**src/rtl/spi_regfront_pkg.sv**
```systemverilog
package spi_regfront_pkg;

  // register offsets (bytes)
  localparam int OFF_CTL  = 'h00;
  localparam int OFF_CLK  = 'h04;
  localparam int OFF_TXF  = 'h08;
  localparam int OFF_RXF  = 'h0C;
  localparam int OFF_FRM  = 'h10;
  localparam int OFF_STAT = 'h14;
  localparam int OFF_IE   = 'h18;
  localparam int OFF_ICLR = 'h1C;
  localparam int OFF_FCTL = 'h20;
  localparam int OFF_DATA = 'h24;

  // writable bit masks
  localparam logic [31:0] MSK_CTL  = 32'h0000_0001;
  localparam logic [31:0] MSK_CLK  = 32'h0000_70FF;
  localparam logic [31:0] MSK_TXF  = 32'h0000_3FFF;
  localparam logic [31:0] MSK_RXF  = 32'h0000_00FF;
  localparam logic [31:0] MSK_FRM  = 32'h0000_C000;
  localparam logic [31:0] MSK_IE   = 32'h0000_0019;
  localparam logic [31:0] MSK_FCTL = 32'h0000_0F0F;

  // bit positions the engine side / software depend on
  localparam int BIT_TXFLUSH = 12;
  localparam int BIT_RXFLUSH = 4;
  localparam int BIT_TXC     = 4;
  localparam int BIT_RXC     = 3;
  localparam int BIT_OVR     = 0;

  // internal flag vector order: [2] tx complete, [1] rx complete, [0] overrun
  typedef logic [2:0] flag_vec_t;

  function automatic flag_vec_t flags_from_word(logic [31:0] w);
    return {w[BIT_TXC], w[BIT_RXC], w[BIT_OVR]};
  endfunction

  function automatic logic [31:0] flags_to_word(flag_vec_t f);
    logic [31:0] w;
    w = '0;
    w[BIT_TXC] = f[2];
    w[BIT_RXC] = f[1];
    w[BIT_OVR] = f[0];
    return w;
  endfunction

  // sticky flag update: set beats clear
  function automatic flag_vec_t flag_update(flag_vec_t cur, flag_vec_t set, flag_vec_t clr);
    return (cur & ~clr) | set;
  endfunction

  // FIFO level after one cycle of pop/push
  function automatic int unsigned level_after(int unsigned cnt, logic pop, logic push);
    return cnt - {31'd0, pop} + {31'd0, push};
  endfunction

endpackage

```
**src/rtl/spi_rf_fifo.sv**
```systemverilog
module spi_rf_fifo #(
  parameter int DEPTH = 8,
  parameter int W     = 32
) (
  input  logic                         clk,
  input  logic                         rst_n,
  input  logic                         flush,
  input  logic                         push,
  input  logic                         pop,
  input  logic [W-1:0]                 din,
  output logic [W-1:0]                 dout,
  output logic [$clog2(DEPTH+1)-1:0]   count,
  output logic                         full,
  output logic                         empty
);
  localparam int PW = $clog2(DEPTH);
  localparam int CW = $clog2(DEPTH+1);

  logic [W-1:0]  mem [DEPTH];
  logic [PW-1:0] wr_ptr, rd_ptr;
  logic          do_push, do_pop;

  function automatic logic [PW-1:0] ptr_next(logic [PW-1:0] p);
    return (p == PW'(DEPTH-1)) ? '0 : p + 1'b1;
  endfunction

  assign full    = (count == CW'(DEPTH));
  assign empty   = (count == '0);
  assign do_push = push & ~full;
  assign do_pop  = pop & ~empty;
  assign dout    = mem[rd_ptr];

  always_ff @(posedge clk or negedge rst_n) begin
    if (!rst_n) begin
      wr_ptr <= '0;
      rd_ptr <= '0;
      count  <= '0;
    end else if (flush) begin
      wr_ptr <= '0;
      rd_ptr <= '0;
      count  <= '0;
    end else begin
      if (do_push) wr_ptr <= ptr_next(wr_ptr);
      if (do_pop)  rd_ptr <= ptr_next(rd_ptr);
      count <= CW'(spi_regfront_pkg::level_after(32'(count), do_pop, do_push));
    end
  end

  always_ff @(posedge clk) begin
    if (do_push && !flush) mem[wr_ptr] <= din;
  end

endmodule

```
**src/rtl/spi_rf_irq.sv**
```systemverilog
module spi_rf_irq
  import spi_regfront_pkg::*;
(
  input  logic      clk,
  input  logic      rst_n,
  input  flag_vec_t set_vec,
  input  flag_vec_t clr_vec,
  input  flag_vec_t en_vec,
  output flag_vec_t flags,
  output logic      irq
);
  always_ff @(posedge clk or negedge rst_n) begin
    if (!rst_n) flags <= '0;
    else        flags <= flag_update(flags, set_vec, clr_vec);
  end

  assign irq = |(flags & en_vec);

endmodule

```
**src/rtl/spi_regfront.sv**
```systemverilog
module spi_regfront
  import spi_regfront_pkg::*;
#(
  parameter int DATA_W = 32,
  parameter int DEPTH  = 8,
  parameter int ADDR_W = 8
) (
  input  logic              clk,
  input  logic              rst_n,
  input  logic              reg_wr,
  input  logic              reg_rd,
  input  logic [ADDR_W-1:0] reg_addr,
  input  logic [31:0]       reg_wdata,
  output logic [31:0]       reg_rdata,
  output logic              eng_tx_valid,
  output logic [DATA_W-1:0] eng_tx_data,
  input  logic              eng_tx_pop,
  input  logic              eng_rx_push,
  input  logic [DATA_W-1:0] eng_rx_data,
  input  logic              eng_word_done,
  input  logic              eng_busy,
  output logic              cfg_enable,
  output logic [31:0]       cfg_clock,
  output logic [31:0]       cfg_txfmt,
  output logic [31:0]       cfg_rxfmt,
  output logic [31:0]       cfg_frame,
  output logic              irq
);
  localparam int CW = $clog2(DEPTH+1);

  // decoded accesses
  logic wr_ctl, wr_clk, wr_txf, wr_rxf, wr_frm, wr_ie, wr_iclr, wr_fctl, wr_data, rd_data;

  function automatic logic at(logic [ADDR_W-1:0] a, int off);
    return a == ADDR_W'(off);
  endfunction

  assign wr_ctl  = reg_wr & at(reg_addr, OFF_CTL);
  assign wr_clk  = reg_wr & at(reg_addr, OFF_CLK);
  assign wr_txf  = reg_wr & at(reg_addr, OFF_TXF);
  assign wr_rxf  = reg_wr & at(reg_addr, OFF_RXF);
  assign wr_frm  = reg_wr & at(reg_addr, OFF_FRM);
  assign wr_ie   = reg_wr & at(reg_addr, OFF_IE);
  assign wr_iclr = reg_wr & at(reg_addr, OFF_ICLR);
  assign wr_fctl = reg_wr & at(reg_addr, OFF_FCTL);
  assign wr_data = reg_wr & at(reg_addr, OFF_DATA);
  assign rd_data = reg_rd & ~reg_wr & at(reg_addr, OFF_DATA);

  // configuration storage
  logic [31:0] r_ctl, r_clk, r_txf, r_rxf, r_frm, r_ie, r_fctl;

  always_ff @(posedge clk or negedge rst_n) begin
    if (!rst_n) begin
      r_ctl  <= '0;
      r_clk  <= '0;
      r_txf  <= '0;
      r_rxf  <= '0;
      r_frm  <= '0;
      r_ie   <= '0;
      r_fctl <= '0;
    end else begin
      if (wr_ctl)  r_ctl  <= reg_wdata & MSK_CTL;
      if (wr_clk)  r_clk  <= reg_wdata & MSK_CLK;
      if (wr_txf)  r_txf  <= reg_wdata & MSK_TXF;
      if (wr_rxf)  r_rxf  <= reg_wdata & MSK_RXF;
      if (wr_frm)  r_frm  <= reg_wdata & MSK_FRM;
      if (wr_ie)   r_ie   <= reg_wdata & MSK_IE;
      if (wr_fctl) r_fctl <= reg_wdata & MSK_FCTL;
    end
  end

  // named internal events
  logic        cfg_en;
  logic        tx_flush, rx_flush;
  logic        tx_push_req, tx_pop_req, rx_pop_req;
  logic [3:0]  tx_thr, rx_thr;
  logic        rx_accept, rx_ovr_evt, rx_done_evt, tx_done_evt;
  logic [DATA_W-1:0] tx_dout, rx_dout;
  logic [CW-1:0]     tx_count, rx_count;
  logic        tx_full, tx_empty, rx_full, rx_empty;
  flag_vec_t   flags, set_vec, clr_vec, ie_bits;

  assign cfg_en      = r_ctl[0];
  assign tx_flush    = wr_fctl & reg_wdata[BIT_TXFLUSH];
  assign rx_flush    = wr_fctl & reg_wdata[BIT_RXFLUSH];
  assign tx_thr      = r_fctl[11:8];
  assign rx_thr      = r_fctl[3:0];
  assign tx_push_req = wr_data;
  assign tx_pop_req  = eng_tx_pop & cfg_en;
  assign rx_pop_req  = rd_data;

  spi_rf_fifo #(.DEPTH(DEPTH), .W(DATA_W)) u_txq (
    .clk(clk), .rst_n(rst_n), .flush(tx_flush),
    .push(tx_push_req), .pop(tx_pop_req), .din(reg_wdata[DATA_W-1:0]),
    .dout(tx_dout), .count(tx_count), .full(tx_full), .empty(tx_empty)
  );

  spi_rf_fifo #(.DEPTH(DEPTH), .W(DATA_W)) u_rxq (
    .clk(clk), .rst_n(rst_n), .flush(rx_flush),
    .push(eng_rx_push), .pop(rx_pop_req), .din(eng_rx_data),
    .dout(rx_dout), .count(rx_count), .full(rx_full), .empty(rx_empty)
  );

  // event generation
  assign rx_accept   = eng_rx_push & ~rx_full & ~rx_flush;
  assign rx_ovr_evt  = eng_rx_push & rx_full & ~rx_flush;
  assign rx_done_evt = rx_accept &
                       (level_after(32'(rx_count), rx_pop_req & ~rx_empty, 1'b1) >= 32'(rx_thr));
  assign tx_done_evt = eng_word_done & (32'(tx_count) <= 32'(tx_thr));

  assign set_vec = {tx_done_evt, rx_done_evt, rx_ovr_evt};
  assign clr_vec = wr_iclr ? flags_from_word(reg_wdata) : '0;
  assign ie_bits = flags_from_word(r_ie);

  spi_rf_irq u_irq (
    .clk(clk), .rst_n(rst_n), .set_vec(set_vec), .clr_vec(clr_vec),
    .en_vec(ie_bits), .flags(flags), .irq(irq)
  );

  // read mux
  logic [31:0] status_w;
  always_comb begin
    status_w    = '0;
    status_w[7] = eng_busy;
    status_w[5] = ~tx_full;
    status_w[0] = ~rx_empty;
  end

  always_comb begin
    reg_rdata = '0;
    if      (at(reg_addr, OFF_CTL))  reg_rdata = r_ctl;
    else if (at(reg_addr, OFF_CLK))  reg_rdata = r_clk;
    else if (at(reg_addr, OFF_TXF))  reg_rdata = r_txf;
    else if (at(reg_addr, OFF_RXF))  reg_rdata = r_rxf;
    else if (at(reg_addr, OFF_FRM))  reg_rdata = r_frm;
    else if (at(reg_addr, OFF_STAT)) reg_rdata = status_w;
    else if (at(reg_addr, OFF_IE))   reg_rdata = r_ie;
    else if (at(reg_addr, OFF_ICLR)) reg_rdata = flags_to_word(flags);
    else if (at(reg_addr, OFF_FCTL)) reg_rdata = r_fctl;
    else if (at(reg_addr, OFF_DATA)) reg_rdata = rx_empty ? '0 : 32'(rx_dout);
  end

  // engine side
  assign eng_tx_valid = cfg_en & ~tx_empty;
  assign eng_tx_data  = tx_dout;
  assign cfg_enable   = cfg_en;
  assign cfg_clock    = r_clk;
  assign cfg_txfmt    = r_txf;
  assign cfg_rxfmt    = r_rxf;
  assign cfg_frame    = r_frm;

endmodule

```
**config.mk**
```make
export PLATFORM = sky130hd
export DESIGN_NAME = spi_regfront
export DESIGN_NICKNAME = d
export VERILOG_FILES = /design/src/rtl/spi_regfront_pkg.sv /design/src/rtl/spi_rf_fifo.sv /design/src/rtl/spi_rf_irq.sv /design/src/rtl/spi_regfront.sv
export SDC_FILE = /design/constraint.sdc
export NUM_CORES = 1
export LEC_CHECK = 0
export ABC_AREA = 1
export BUFFER_PORTS_ARGS = -buffer_cell sky130_fd_sc_hd__buf_2
export CAP_MARGIN = 0
export CELL_PAD_IN_SITES_DETAIL_PLACEMENT = 1
export CELL_PAD_IN_SITES_GLOBAL_PLACEMENT = 1
export CORE_MARGIN = 5
export CORE_UTILIZATION = 30
export DETAILED_ROUTE_END_ITERATION = 6
export PLACE_DENSITY = 0.59
export SYNTH_ARGS = -nofsm -noshare
export SYNTH_HDL_FRONTEND = slang
export SYNTH_SLANG_ARGS = --single-unit
```
**constraint.sdc**
```tcl
create_clock -name clk -period 6.2 [get_ports clk]
set_input_delay 0.62 -clock clk [delete_from_list [all_inputs] [get_ports clk]]
set_output_delay 0.62 -clock clk [all_outputs]
set_load 0.01 [all_outputs]
```
==> results by group <==
Floorplanning
  • Die Area: 0.0885 mm2
  • Row count: 105
  • Initial Util: 30.2%
  • I/O Pins: 275
  • Die X-Extent: 297 um
  • Die height: 297 um
  • Core area: 0.0820 mm2

Timing
  • Fmax: 0.237 GHz
  • Worst hold slack: 159 ps
  • Worst Skew: 22.6 ps
  • Minimum clock period: 4210 ps
  • Max Slew Vio Count: 0
  • Final Hold Fails: 0
  • Slew @ Worst Pin: 1120 ps
  • Ratio of final minimum period to clock period: 67.9%
  • Slew margin rel.: 25.5%
  • RSZ-0062 raised after global routing: false
  • Final setup viols: 0
  • Worst Slack Setup Final: 1990 ps
  • Sum Neg Setup Slack: 0 ps

Power and ir drop
  • Power density cells: 386 mW/mm2
  • Leak: 10.7 nW
  • Design Power: 11.0 mW
  • Worst IR Drop VDD: 276 uV

Global route
  • Total GRT Usage: 15.6%
  • Initial antenna violation count: 11
  • Vias in the first global route: 17,600
  • Largest net degree at the start of global routing: 103
  • Grt ovf: 0
  • Global-route wire length before repair: 108,000 um

Yosys
  • Async SR Flop Fraction: 12.0%
  • Gate count after technology mapping: 2,126
  • Synthesized cell area: 0.0248 mm2
  • Avg Inst Size Synth: 11.7 um2
  • Synth warnings: 0
  • Top_reg_cell synth: edfxtp_1
  • Synth unique cells: 44
  • EDFF count, synth: 512
  • Post-synthesis sequential area ratio: 69.1%
  • Yosys reg bits: 582

Cells and area
  • Most common cell after layout, fill and taps aside: edfxtp_1
  • Final net count: 2,411
  • Synthesis-to-layout area growth: 15.4%
  • Fillers: 8,959
  • Final Cell Area: 0.0286 mm2
  • Fin util: 34.9%
  • Commonest cells after routing, fill and taps aside: 512 x edfxtp_1, 368 x nor2_1, 273 x o21ai_0, 238 x nand2_1, 180 x buf_2
  • Share of post-route cells with drive strength above 1: 15.3%
  • Fin cells: 3,419

Route
  • Via count: 16,500
  • Vias per cell: 4.83
  • Final wirelength: 71,400 um
  • Pre-antenna DRT Iters: 5
  • DRT iter0 DRCs: 909
  • ANT nets after route: 0
  • DRC viols: 0
  • WL/cell: 20.9 um

Clock network
  • TritonCTS Buffers: 68
  • Setup bufs post-CTS: 0
  • Root buf cell: clkbuf_16
  • Clk sink count: 582
  • Clk_lat worst skew: 620 ps
  • CTS Hold Bufs: 0
  • TritonCTS clock tree: done
  • Reg clk slew, reported paths: 50 ps
  • Bufs on Longest Clock Path: 3
  • H-tree depth: 3
  • PostCTS Resize Cnt: 0

Status
  • Status: finished, final reports clean

Placement
  • Placed Area: 0.0265 mm2
  • RePlAce Congestion: 0.771
  • DPL Wire Length: 43,000 um
  • DP Worst Slack: 2250 ps
  • Placed Cells: 3,297
  • Count of input and output buffers: 181

Setup path
  • Slowest cell on the critical path: buf_4
  • Crit. End Element: output pin
  • CP required: 5580 ps
  • Worst Path Arrival: 3590 ps
  • CP peak stage delay: 680 ps
  • CP Launch Type: flip-flop
  • Type of the worst setup path: flip-flop to output pin
  • Cell Chain, Critical Path: clkinv_2, buf_4, o21ai_0, o22ai_1, nor2_1, a31oi_1, buf_2
  • CP top delay family: buffers and inverters
  • CP Buf/Inv Count: 3
  • Max Fanout on Critical Path: 66

Hold path
  • HP Class: input port to asynchronous set/reset pin

Job
  • Max cap viols: 0
## state kept, by name, summed over array words and instances (netlist names)
| signal | cells |
|---|---|
| u_rxq.mem | 256 |
| u_txq.mem | 256 |
| cfg_txfmt | 14 |
| cfg_clock | 11 |
| cfg_rxfmt | 8 |
| r_fctl | 8 |
| u_rxq.count | 4 |
| u_txq.count | 4 |
| r_ie | 3 |
| u_irq.flags | 3 |
| u_rxq.rd_ptr | 3 |
| u_rxq.wr_ptr | 3 |
| u_txq.rd_ptr | 3 |
| u_txq.wr_ptr | 3 |
| cfg_frame | 2 |
| r_ctl | 1 |
## logic make-up after synthesis
logic type | synth area share, %
mux | 0.182
xor+xnor | 0.283
buf+inv | 6.69
fa+ha+maj | 1.75
flops | 69.1
simple gates | 12.0
other cells | 0.0151
compound gates | 9.98
## area by class of cell
cell class	count	area, um2	area share [%]
flip-flops and latches	582	17100	59.9
multi-input cells	1320	6450	22.5
clock buffers	82	1770	6.20
well taps	1070	1340	4.68
repair buffers	209	1120	3.91
inverters	116	439	1.54
clock inverters	35	332	1.16
diodes	5	12.5	0.0437
## cell usage after synthesis (4+ instances only)
master	count	area share, %
inv_2	9	0.14
dfrtp_1	70	7.1
xor2_1	5	0.18
or2_2	5	0.13
ha_1	33	1.7
nor2_1	376	5.7
nand4_1	9	0.23
o21ai_1	26	0.52
o211ai_1	14	0.42
buf_2	36	0.73
mux2_2	4	0.18
o22ai_1	74	1.9
clkbuf_1	56	0.85
nand2_1	238	3.6
nand2_2	6	0.15
nand3b_1	4	0.12
nor2_2	5	0.13
nand2_4	4	0.18
buf_6	7	0.32
nor3_1	11	0.22
nand3_1	59	1.2
a31oi_1	34	0.86
a21oi_1	30	0.61
inv_1	105	1.6
o21ai_0	273	5.5
edfxtp_1	512	62
buf_4	99	3.0
## worst register-to-register path, stage by stage, from the launching register on
cell and delay, ps:
dfrtp_1 380, nor2_1 210, nand2_1 100, nor2_2 250
nor2_8 140, nand3_1 140, inv_2 70, ha_1 200
ha_1 210, xnor2_1 200, nor2_1 290, nand3_1 180
ha_1 230, or2_2 260, nor4_1 270, nand3_1 110
nand2_1 70, nand2_1 50
## power breakdown
| part | total [mW] | leakage (nW) | switching, mW | internal, mW |
|---|---|---|---|---|
| logic | 2.48 | 4.23 | 1.73 | 0.746 |
| registers | 4.74 | 5.49 | 0.149 | 4.59 |
| clock network | 3.82 | 1.02 | 1.60 | 2.22 |
## layer usage
| layer | GRT usage, % | routed length [um] | up-vias |
|---|---|---|---|
| met5 | 0 | 69 | - |
| met4 | 4.61 | 1810 | 10 |
| met3 | 3.49 | 3410 | 114 |
| met2 | 27.5 | 35700 | 312 |
| met1 | 19.4 | 30400 | 8440 |
| li1 | - | - | 7647 |
## final timing paths
kind / cells after the start / end / startpoint / slack [ps]
worst min-delay path: 1 / cfg_txfmt[3] / rst_n / 160
max in group asynchronous: 1 / u_txq.rd_ptr[0] / rst_n / 5270
worst max-delay path: 7 / eng_tx_data[14] / u_txq.rd_ptr[0] / 1990
worst min register to register: 2 / cfg_clock[14] / cfg_clock[14] / 520
min in group clk: 1 / u_txq.mem[2][16] / reg_wdata[16] / 280
worst max register to register: 17 / u_irq.flags[1] / u_rxq.count[1] / 2730
Note: power is estimated with default switching activity, not from simulation.
